===== config.mk =====
export PLATFORM = sky130hd
export DESIGN_NAME = e1_ovh_insert
export DESIGN_NICKNAME = d
export VERILOG_FILES = /design/src/rtl/e1_ovh_insert.sv
export SDC_FILE = /design/constraint.sdc
export NUM_CORES = 1
export LEC_CHECK = 0
export BUFFER_PORTS_ARGS = -buffer_cell sky130_fd_sc_hd__buf_2
export CORE_MARGIN = 1.5
export CORE_UTILIZATION = 40
export CTS_CLUSTER_SIZE = 14
export DETAILED_ROUTE_END_ITERATION = 7
export SETUP_SLACK_MARGIN = 0.15
export SLEW_MARGIN = 40
export SYNTH_ARGS = -nofsm -noshare
export SYNTH_HDL_FRONTEND = slang
export SYNTH_SLANG_ARGS = --single-unit

===== constraint.sdc =====
create_clock -name clk -period 2.4 [get_ports clk]
set_clock_uncertainty 0.2 [all_clocks]
set_input_delay 0.12 -clock clk [delete_from_list [all_inputs] [get_ports clk]]
set_output_delay 0.12 -clock clk [all_outputs]
set_load 0.005 [all_outputs]

===== src/rtl/e1_ovh_insert.sv =====
module e1_ovh_insert #(
  parameter int FRAME_BITS = 256,
  parameter int MF_FRAMES  = 16,
  parameter int ADDR_W     = 3,
  localparam int SA_W      = MF_FRAMES / 2
) (
  input  logic              clk,
  input  logic              rst_n,
  input  logic              en,
  input  logic              bit_en,
  input  logic              sdi,
  input  logic              frm_start,
  input  logic              mf_start,
  input  logic              wr_en,
  input  logic [ADDR_W-1:0] wr_addr,
  input  logic [SA_W-1:0]   wr_data,
  output logic              sdo
);
  localparam int BW     = $clog2(FRAME_BITS);
  localparam int FW     = $clog2(MF_FRAMES);
  localparam int N_SA   = 5;
  localparam int E1_FRM = MF_FRAMES - 3;
  localparam int E2_FRM = MF_FRAMES - 1;

  logic [BW-1:0] pos_bit, cur_bit;
  logic [FW-1:0] pos_frm, cur_frm;
  logic          aligned, locked, last_bit;
  logic [N_SA-1:0][SA_W-1:0] pend_sa, act_sa;
  logic [2:0]    pend_ctl, act_ctl;
  logic          ins, ins_val;

  assign cur_bit  = (frm_start || mf_start) ? '0 : pos_bit;
  assign cur_frm  = mf_start ? '0 : pos_frm;
  assign locked   = aligned || mf_start;
  assign last_bit = (cur_bit == BW'(FRAME_BITS - 1));

  always_ff @(posedge clk) begin
    if (!rst_n) begin
      pos_bit <= '0;
      pos_frm <= '0;
      aligned <= 1'b0;
    end else if (bit_en) begin
      pos_bit <= last_bit ? '0 : cur_bit + 1'b1;
      if (last_bit)
        pos_frm <= (cur_frm == FW'(MF_FRAMES - 1)) ? '0 : cur_frm + 1'b1;
      else
        pos_frm <= cur_frm;
      if (mf_start) aligned <= 1'b1;
    end
  end

  always_ff @(posedge clk) begin
    if (!rst_n) begin
      pend_sa  <= '0;
      pend_ctl <= '0;
      act_sa   <= '0;
      act_ctl  <= '0;
    end else begin
      if (bit_en && mf_start) begin
        act_sa  <= pend_sa;
        act_ctl <= pend_ctl;
      end
      if (wr_en) begin
        case (wr_addr)
          ADDR_W'(0): pend_sa[0] <= wr_data;
          ADDR_W'(1): pend_sa[1] <= wr_data;
          ADDR_W'(2): pend_sa[2] <= wr_data;
          ADDR_W'(3): pend_sa[3] <= wr_data;
          ADDR_W'(4): pend_sa[4] <= wr_data;
          ADDR_W'(5): pend_ctl   <= wr_data[2:0];
          default: ;
        endcase
      end
    end
  end

  always_comb begin
    ins     = 1'b0;
    ins_val = 1'b0;
    if (en && locked && cur_frm[0] && (cur_bit < BW'(8))) begin
      case (cur_bit[2:0])
        3'd0: begin
          if (cur_frm == FW'(E1_FRM)) begin
            ins     = 1'b1;
            ins_val = act_ctl[0];
          end else if (cur_frm == FW'(E2_FRM)) begin
            ins     = 1'b1;
            ins_val = act_ctl[1];
          end
        end
        3'd1: ins = 1'b0;
        3'd2: begin
          ins     = 1'b1;
          ins_val = act_ctl[2];
        end
        default: begin
          ins     = 1'b1;
          ins_val = act_sa[cur_bit[2:0] - 3'd3][cur_frm[FW-1:1]];
        end
      endcase
    end
  end

  assign sdo = ins ? ins_val : sdi;
endmodule


# Yosys cells after proc, flatten, opt, wreduce, memory -nomap -nowiden
# Index checks and enable logic that the tools add are counted.
# totals
output_inout_bits	1
elab_cells	64
memories	0
ramBits	0
ff_bits	99
input_bits	19
latchBits	0
romBits	0
# classes
shift	0
n_reduce_logical	15
add_sub_neg	3
magnitude_cmp	3
muxes	18
n_bitwise	0
n_eq_ne	10
n_mul	0
div_mod_pow	0
# ops
operator	count
$bmux W8 S3	1
$mux W8	3
$reduce_and A2 Y1	7
$mux W4	3
$eq A3 B2 Y1 const B	3
$add A8 B1 Y8 const B	1
$eq A4 B4 Y1 const B	2
$eq A8 B8 Y1 const B	1
$lt A3 B4 Y1 const B	2
$lt A8 B4 Y1 const B	1
$mux W1	8
$eq A3 B1 Y1 const B	2
$eq A3 B3 Y1 const B	2
$logic_not A3 Y1	2
$add A4 B1 Y4 const B	1
$logic_and A1 B1 Y1	4
$bmux W1 S3	1
$pmux W1 S3	1
$sub A3 B2 Y3 const B	1
$logic_or A1 B1 Y1	2
$pmux W1 S2	1

# Longest topological paths before layout
# Gate-level depths: netlist of run 1.
# logic_depth
word_depth	10
mapped_depth	11
mapped_depth_nobuf	10

# Worst setup path after synthesis of run 1
# Ideal clock, no wire load.
# synth_path
path_kind	flip-flop to output port
from	register pos_bit[0]
to	output port sdo
t_required_ns	2.080
stages_incl_launch_ff	10
arrival_time_ns	2.243
n_path_buf	2
setup_slack_ns	-0.163
path_cell_list	dfxtp_1 -> nor3b_1 -> buf_4 -> ha_1 -> clkbuf_1 -> mux4_2 -> a221oi_1 -> nor2_1 -> o21ai_1 -> a31oi_1
# synth_between
elab_chain_cells	9
elab_cells_between_ends	16
classes_between	add/sub: 1; order compare: 1; eq/ne: 2; mux: 10; reduce/logical: 2
# synth_lines
element	line	source
start, declared	25	logic [BW-1:0] pos_bit, cur_bit;
start signal, assigned	43	pos_bit <= last_bit ? '0 : cur_bit + 1'b1;
$mux W8 (*)	32	assign cur_bit = (frm_start || mf_start) ? '0 : pos_bit;
$sub A3 B2 Y3	98	ins_val = act_sa[cur_bit[2:0] - 3'd3][cur_frm[FW-1:1]];
$bmux W8 S3	98	
$mux W8 (not written as such)	98	
$bmux W1 S3	98	
$mux W1 (not written as such)	98	
$pmux W1 S3	81	case (cur_bit[2:0])
$mux W1	80	if (en && locked && cur_frm[0] && (cur_bit < BW'(8))) begin
$mux W1 (*)	104	assign sdo = ins ? ins_val : sdi;
end, declared	17	output logic sdo
# Mark *: on every way between the ends. The rest lies on a longest branch, timed or not. The select of a mux whose other input is x is not followed.

# Final worst setup path of run 1
# Same ends and word-level chain as after synthesis.

==> results of run 1 <==
## cell type report
cell class	count	area [µm²]	share of cell area (%)
clock inverters	4	50.0	0.944
repair buffers	69	527	9.94
inverters	5	18.8	0.354
flip-flops and latches	99	1980	37.4
clock buffers	12	145	2.74
well taps	140	175	3.31
multi-input cells	375	2400	45.3
## power by group
group	leakage, nW	total (mW)	switching (mW)	internal (mW)
Sequential	0.800	1.68	0.0132	1.67
Clock	0.0926	1.08	0.568	0.510
Combinational	0.959	0.238	0.139	0.0989
Total	1.85	2.99	0.720	2.27
## metal layers
metal | wire (µm) | track usage (%)
met2 | 5120 | 31.0
met1 | 5520 | 28.6
met5 | 0 | 0
met4 | 157 | 8.27
met3 | 326 | 2.78
## per-stage QoR
| step | power, mW | hold WS [ns] | instances |
|---|---|---|---|
| after floorplan | 1.84 | 0.0639 | 507 |
| final | 2.99 | 0.0824 | 704 |
| after detailed placement | 1.93 | 0.231 | 670 |
| after global routing | 3.11 | 0.126 | 704 |
| after global placement | 1.93 | 0.222 | 670 |
| after CTS | 3.01 | 0.0655 | 701 |
## worst max-delay path, cell delays in order (launching register included)
cell and delay (ns):
dfxtp_2 0.34, nor3b_4 0.31, ha_4 0.24, mux4_2 0.50, a221o_2 0.35, nand2_1 0.07, o32a_1 0.14, a31oi_2 0.09
buf_2 0.14
## state kept, by name, summed over array words and instances, names as in the netlist
name,flops
aligned,1
pend_ctl,3
pos_bit,8
act_sa,40
pend_sa,40
pos_frm,4
act_ctl,3
## what timing repair did
item	4_1_cts	5_1_grt
setup buffers	6	3
resized for setup	16	22
endpoints found under the hold margin	49	0
hold buffers	9	0
setup endpoints to repair	10	9
cloned	0	0
pin swaps	11	19
## cell families after synthesis
family	count (synthesis)	synth area share, %
and+or+nand+nor	229	23.4
AOI/OAI and AO/OA	105	16.8
DFF	99	45.3
buffers and inverters	33	3.03
muxes	32	8.74
adders and majority gates	6	1.71
xor gates and xnor gates	3	1.03
## how the worst max path moves through the flow
stage	start	to	slack, ns	depth (start not counted)
after global placement	pos_bit[0]$_SDFFE_PN0P_	sdo	-0.12	8
final	pos_bit[0]$_SDFFE_PN0P_	sdo	-0.47	8
after global routing	pos_bit[0]$_SDFFE_PN0P_	sdo	-0.60	9
after floorplan	pos_bit[0]$_SDFFE_PN0P_	sdo	0.14	8
after CTS	pos_bit[0]$_SDFFE_PN0P_	sdo	-0.47	8
after detailed placement	pos_bit[0]$_SDFFE_PN0P_	sdo	-0.21	9
## layout by cell type, fill, tap and decap left out, types with 4 or more instances in the layout
cell	Yosys	final
mux4_2	5	5
nand4_1	4	4
buf_2	1	19
buf_6	0	9
dfxtp_1	99	98
nor2b_1	28	28
a21oi_1	29	23
mux2i_1	27	27
nand3_1	7	6
nor2_1	21	18
a21boi_0	47	46
ha_1	6	4
a21oi_2	0	6
a221oi_2	0	4
clkbuf_8	0	10
buf_4	2	32
nand2_1	145	143
dlygate4sd3_1	0	9
==> impl_metrics.toml, run 1 <==
[clocking]
h-tree-depth = 3
clk_path_buf_depth = 2
clk_latency_ns = 0.37
cts_tree = "yes"
cts-root-buf = "clkbuf_8"
cts_buffers = 9
path_clk_slew_ns = 0.10
clkSinkCount = 99

[synth]
synth_top_cell_area_share_pct = 45.3
ys_types = 44
ys_async_sr_fraction_pct = 0
postSynthAreaPerCell_um2 = 8.64
synth_ff_type = "dfxtp_1"
synthesis.area_mm2 = 0.00438
ys_ff_latch = 99
synth.top_cells.by_area = "dfxtp_1, nand2_1, a21boi_0"
netlist_instances = 507
synth_most_common_cell = "nand2_1"
yosys-top-cells-count = "nand2_1, dfxtp_1, a21boi_0, a21oi_1, nor2b_1"
ys_seq_area_share_pct = 45.3
synth_edf_count = 0
yosysTopAreaCell = "dfxtp_1"
yosysWarnings = 0
synth_nets = 532

[critical_path]
critPathLaunchType = "register"
crit_type = "register to output port"
r2r-end = "pos_frm[2]$_SDFFE_PN0P_"
r2r_start = "pos_bit[0]$_SDFFE_PN0P_"
crit_path_max_fanout = 6
arrival_ns = 2.55
worstRegToRegCells = 10
cp.required_ns = 2.08
worst_setup_path_end_kind = "output port"
r2r_setup_slack_ns = 0.08

[hold_path]
holdCritPathClass = "input port to register"
min_to = "pend_ctl[1]$_SDFFE_PN0P_"
holdPathStages = 4
hold_start = "wr_addr[2]"

[timing]
rsz0062_at_grt = "yes"
finalSetupViolCount = 1
fin_crit_ns = 2.87
setup_slack_ns = -0.474
finalCritPeriodShare_pct = 120
max_slew_margin_pct = 45.0
final-hold-violation-count = 0
fmax_ghz = 0.348
slew_violations = 0
setup_tns_ns = -0.474
worstMarginPinSlew_ns = 0.820

[pwr]
power_density_mw_per_mm2 = 565
p_leak_nw = 1.85
irDropWorstVdd_uv = 256

[place]
gp_routability_congestion = 0.820
hpwl_um = 7280
pre_cts_ws_ns = -0.206
postPlaceCellArea_mm2 = 0.00481
port-buffer-count = 19

[grt]
antenna_found_initial = 0
grt_pass1_wl_um = 18000
grt_pass1_vias = 3475
globalRouteTotalUtil_pct = 20.2
grt_max_degree = 76
grt_overflow_total = 0

[floorplan]
die_w_um = 108
initial_core_util_pct = 40.8
die-height_um = 108
core.rowCount = 38
die_area_mm2 = 0.0116
core-area_mm2 = 0.0107
io_pins = 20

[finish]
area_growth_pct = 21.0
layout.nets = 584
stdcell_area_mm2 = 0.00530
drive_gt1_share_pct = 20.7
fill_cells = 1076
postLayoutCoreUtil_pct = 49.3
diodes = 0

[run]
drv_cap = 0

[detailed_routing]
firstDrtPassIters = 4
wl_per_cell_um = 15.8
via_count = 3653
initialDrtViolationCount = 184
ant_nets = 0
vias_per_cell = 5.19
finalWirelength_um = 11100
drc = 0

[outcome]
status = "finished with violations"
violations = "setup timing"
Power figures use the tool's default switching activity.
==> run 2: changes to the inputs <==
Settings changed: CORE_UTILIZATION 40 to 30, CTS_CLUSTER_SIZE 14 to 24, GPL_ROUTABILITY_DRIVEN set to 0.
==> run 2 against run 1 <==
The run still ends with setup timing left. Maximum frequency rose by 0.13%. Clock power rose by 27%. Sequential share of layout area fell by 0.33 points. First-iteration DRC count rose by 36%. Die area rose by 32%. Combinational power barely moved. Register-to-register slack improved by 0.15 ns. Wire length fell by 2.0%. Global-route usage fell by 5.1 points. Power rose by 9.6%. Largest power group unchanged.
==> impl_metrics.toml, run 2 (synthesis gave the netlist of run 1 again) <==
[grt]
globalRouteTotalUtil_pct = 15.1
antenna_found_initial = 0
grt_pass1_wl_um = 17700
grt_pass1_vias = 3478
grt_max_degree = 76
grt_overflow_total = 0

[pwr]
pwr-share-seq_pct = 51.2
switching_share_pct = 22.4
p_leak_nw = 1.88
p_int_mw = 2.55
p_clk_share_pct = 41.6
power.switching_mw = 0.735
pwr-share-comb_pct = 7.2
irDropWorstVdd_uv = 396
power_density_mw_per_mm2 = 614
power.total_mw = 3.28

[outcome]
violations = "setup timing"
status = "finished with violations"

[floorplan]
die_w_um = 124
die_area_mm2 = 0.0153
io_pins = 20
initial_core_util_pct = 31.2
core.rowCount = 43
die-height_um = 124
core-area_mm2 = 0.0140

[clocking]
path_clk_slew_ns = 0.06
clk_latency_ns = 0.35
cts_buffers = 9
cts_tree = "yes"
clkSinkCount = 99
clk_path_buf_depth = 2
h-tree-depth = 3
cts-root-buf = "clkbuf_16"

[critical_path]
critPathTopFamily = "compound AO/OA/AOI/OAI gates"
arrival_ns = 2.55
crit_type = "register to output port"
crit_path_max_fanout = 4
cp_cell_sequence = "nor3b_4 > buf_6 > ha_4 > mux4_2 > a221o_2 > nand2_1 > o32a_1 > a31oi_2 > buf_2"
cpMaxStageDelayCell = "mux4_2"
r2r_start = "pos_bit[0]$_SDFFE_PN0P_"
cp.required_ns = 2.08
max_stage_delay_ns = 0.51
critPathLaunchType = "register"
r2r_setup_slack_ns = 0.23
timing.critical_path.buf_inv = 2
r2r-end = "pos_frm[2]$_SDFFE_PN0P_"
worstRegToRegCells = 10
endpoint = "sdo"
worst_setup_path_end_kind = "output port"
startpoint = "pos_bit[0]$_SDFFE_PN0P_"
cp.depth = 9

[detailed_routing]
vias_per_cell = 4.87
firstDrtPassIters = 4
finalWirelength_um = 10900
initialDrtViolationCount = 250
ant_nets = 0
drc = 0
wl_per_cell_um = 14.7
via_count = 3606

[finish]
top_regs = "act_sa: 40 flops, pend_sa: 40 flops, pos_bit: 8 flops"
postLayoutCoreUtil_pct = 38.1
layout_commonest_cell = "nand2_1"
most-common-layout-cells = "nand2_1, dfxtp_1, a21boi_0"
drive_gt1_share_pct = 18.2
layout.nets = 581
diodes = 0
area_growth_pct = 22.0
fill_cells = 1404
stdcell_area_mm2 = 0.00534

[timing]
holdWs_ns = 0.0439
fmax_ghz = 0.348
fin_crit_ns = 2.87
max_slew_margin_pct = 57.4
setup_slack_ns = -0.471
finalCritPeriodShare_pct = 120
setup_tns_ns = -0.471
rsz0062_at_grt = "yes"
finalSetupViolCount = 1
final-hold-violation-count = 0
slew_violations = 0
worstMarginPinSlew_ns = 0.640

[place]
hpwl_um = 7530
port-buffer-count = 19
postPlaceCellArea_mm2 = 0.00488

[hold_path]
holdCritPathClass = "input port to register"

[run]
drv_cap = 0
-- run 2: changes by cell type in the layout (fill, tap and decap cells not counted), moves of 2 or more --
cell,previous run,this run
o21ai_1,3,1
clkinvlp_4,2,0
a21oi_2,6,0
buf_6,9,1
buf_4,32,36
o21ai_0,1,4
a21oi_1,23,29
clkbuf_16,0,9
clkbuf_8,10,3
-- run 2: how the worst min path moves through the flow --
stage                           from                       end  depth (start not counted)
after floorplan           wr_data[0]  pend_ctl[0]$_SDFFE_PN0P_                          2
after global placement    wr_data[3]   pend_sa[3]$_SDFFE_PN0P_                          3
after detailed placement  wr_data[3]  pend_sa[27]$_SDFFE_PN0P_                          3
after CTS                 wr_addr[2]  pend_ctl[1]$_SDFFE_PN0P_                          4
after global routing           rst_n  pend_ctl[0]$_SDFFE_PN0P_                          3
final                          rst_n  pend_ctl[1]$_SDFFE_PN0P_                          3
-- run 2: power groups by stage --
stage                     registers (mW)  clock network, mW  logic (mW)
after floorplan                     1.71                  0       0.132
after global placement              1.72                  0       0.214
after detailed placement            1.72                  0       0.217
after CTS                           1.68               1.40       0.233
after global routing                1.68               1.47       0.258
final                               1.68               1.37       0.235
-- run 2: cell type report --
class                      instances  area (µm²)  area share [%]
clock buffer                      13         270            5.06
clock inverter                     2        10.0           0.187
inverter                           5        18.8           0.351
multi-input combinational        375        2350            44.0
sequential                        99        1980            37.1
tap                              180         225            4.21
timing repair buffer              66         487            9.11
-- run 2: per-stage QoR --
step	cells	worst slack, ns
6_report	740	-0.471
5_1_grt	740	-0.550
4_1_cts	738	-0.475
3_5_place_dp	711	-0.280
3_3_place_gp	711	-0.181
2_1_floorplan	507	0.139
-- run 2: timing repair --
action / 4_1_cts / 5_1_grt
endpoints found under the setup margin: 10 / 5
pin swaps: 2 / 2
buffers inserted: 3 / 2
endpoints found under the hold margin: 47 / 0
gates cloned: 0 / 0
hold buffers: 9 / 0
gates resized for setup: 3 / 8
-- run 2: per-layer routing --
| metal | wire length, µm | vias to the layer above | track usage [%] |
|---|---|---|---|
| li1 | - | 1822 | - |
| met1 | 5420 | 1707 | 20.5 |
| met2 | 4880 | 60 | 23.1 |
| met3 | 323 | 17 | 2.43 |
| met4 | 277 | 0 | 7.83 |
| met5 | 0 | - | 0 |
-- run 2: worst reg2reg max path, cell delays in order, from the launching register on --
cell and delay (ns):
dfxtp_1 0.32, nor3b_4 0.18, buf_6 0.15, ha_4 0.17, and3_2 0.25, nand4_1 0.10
buf_4 0.18, nor2_2 0.15, nand2_1 0.08, xor2_1 0.14, and2_1 0.14
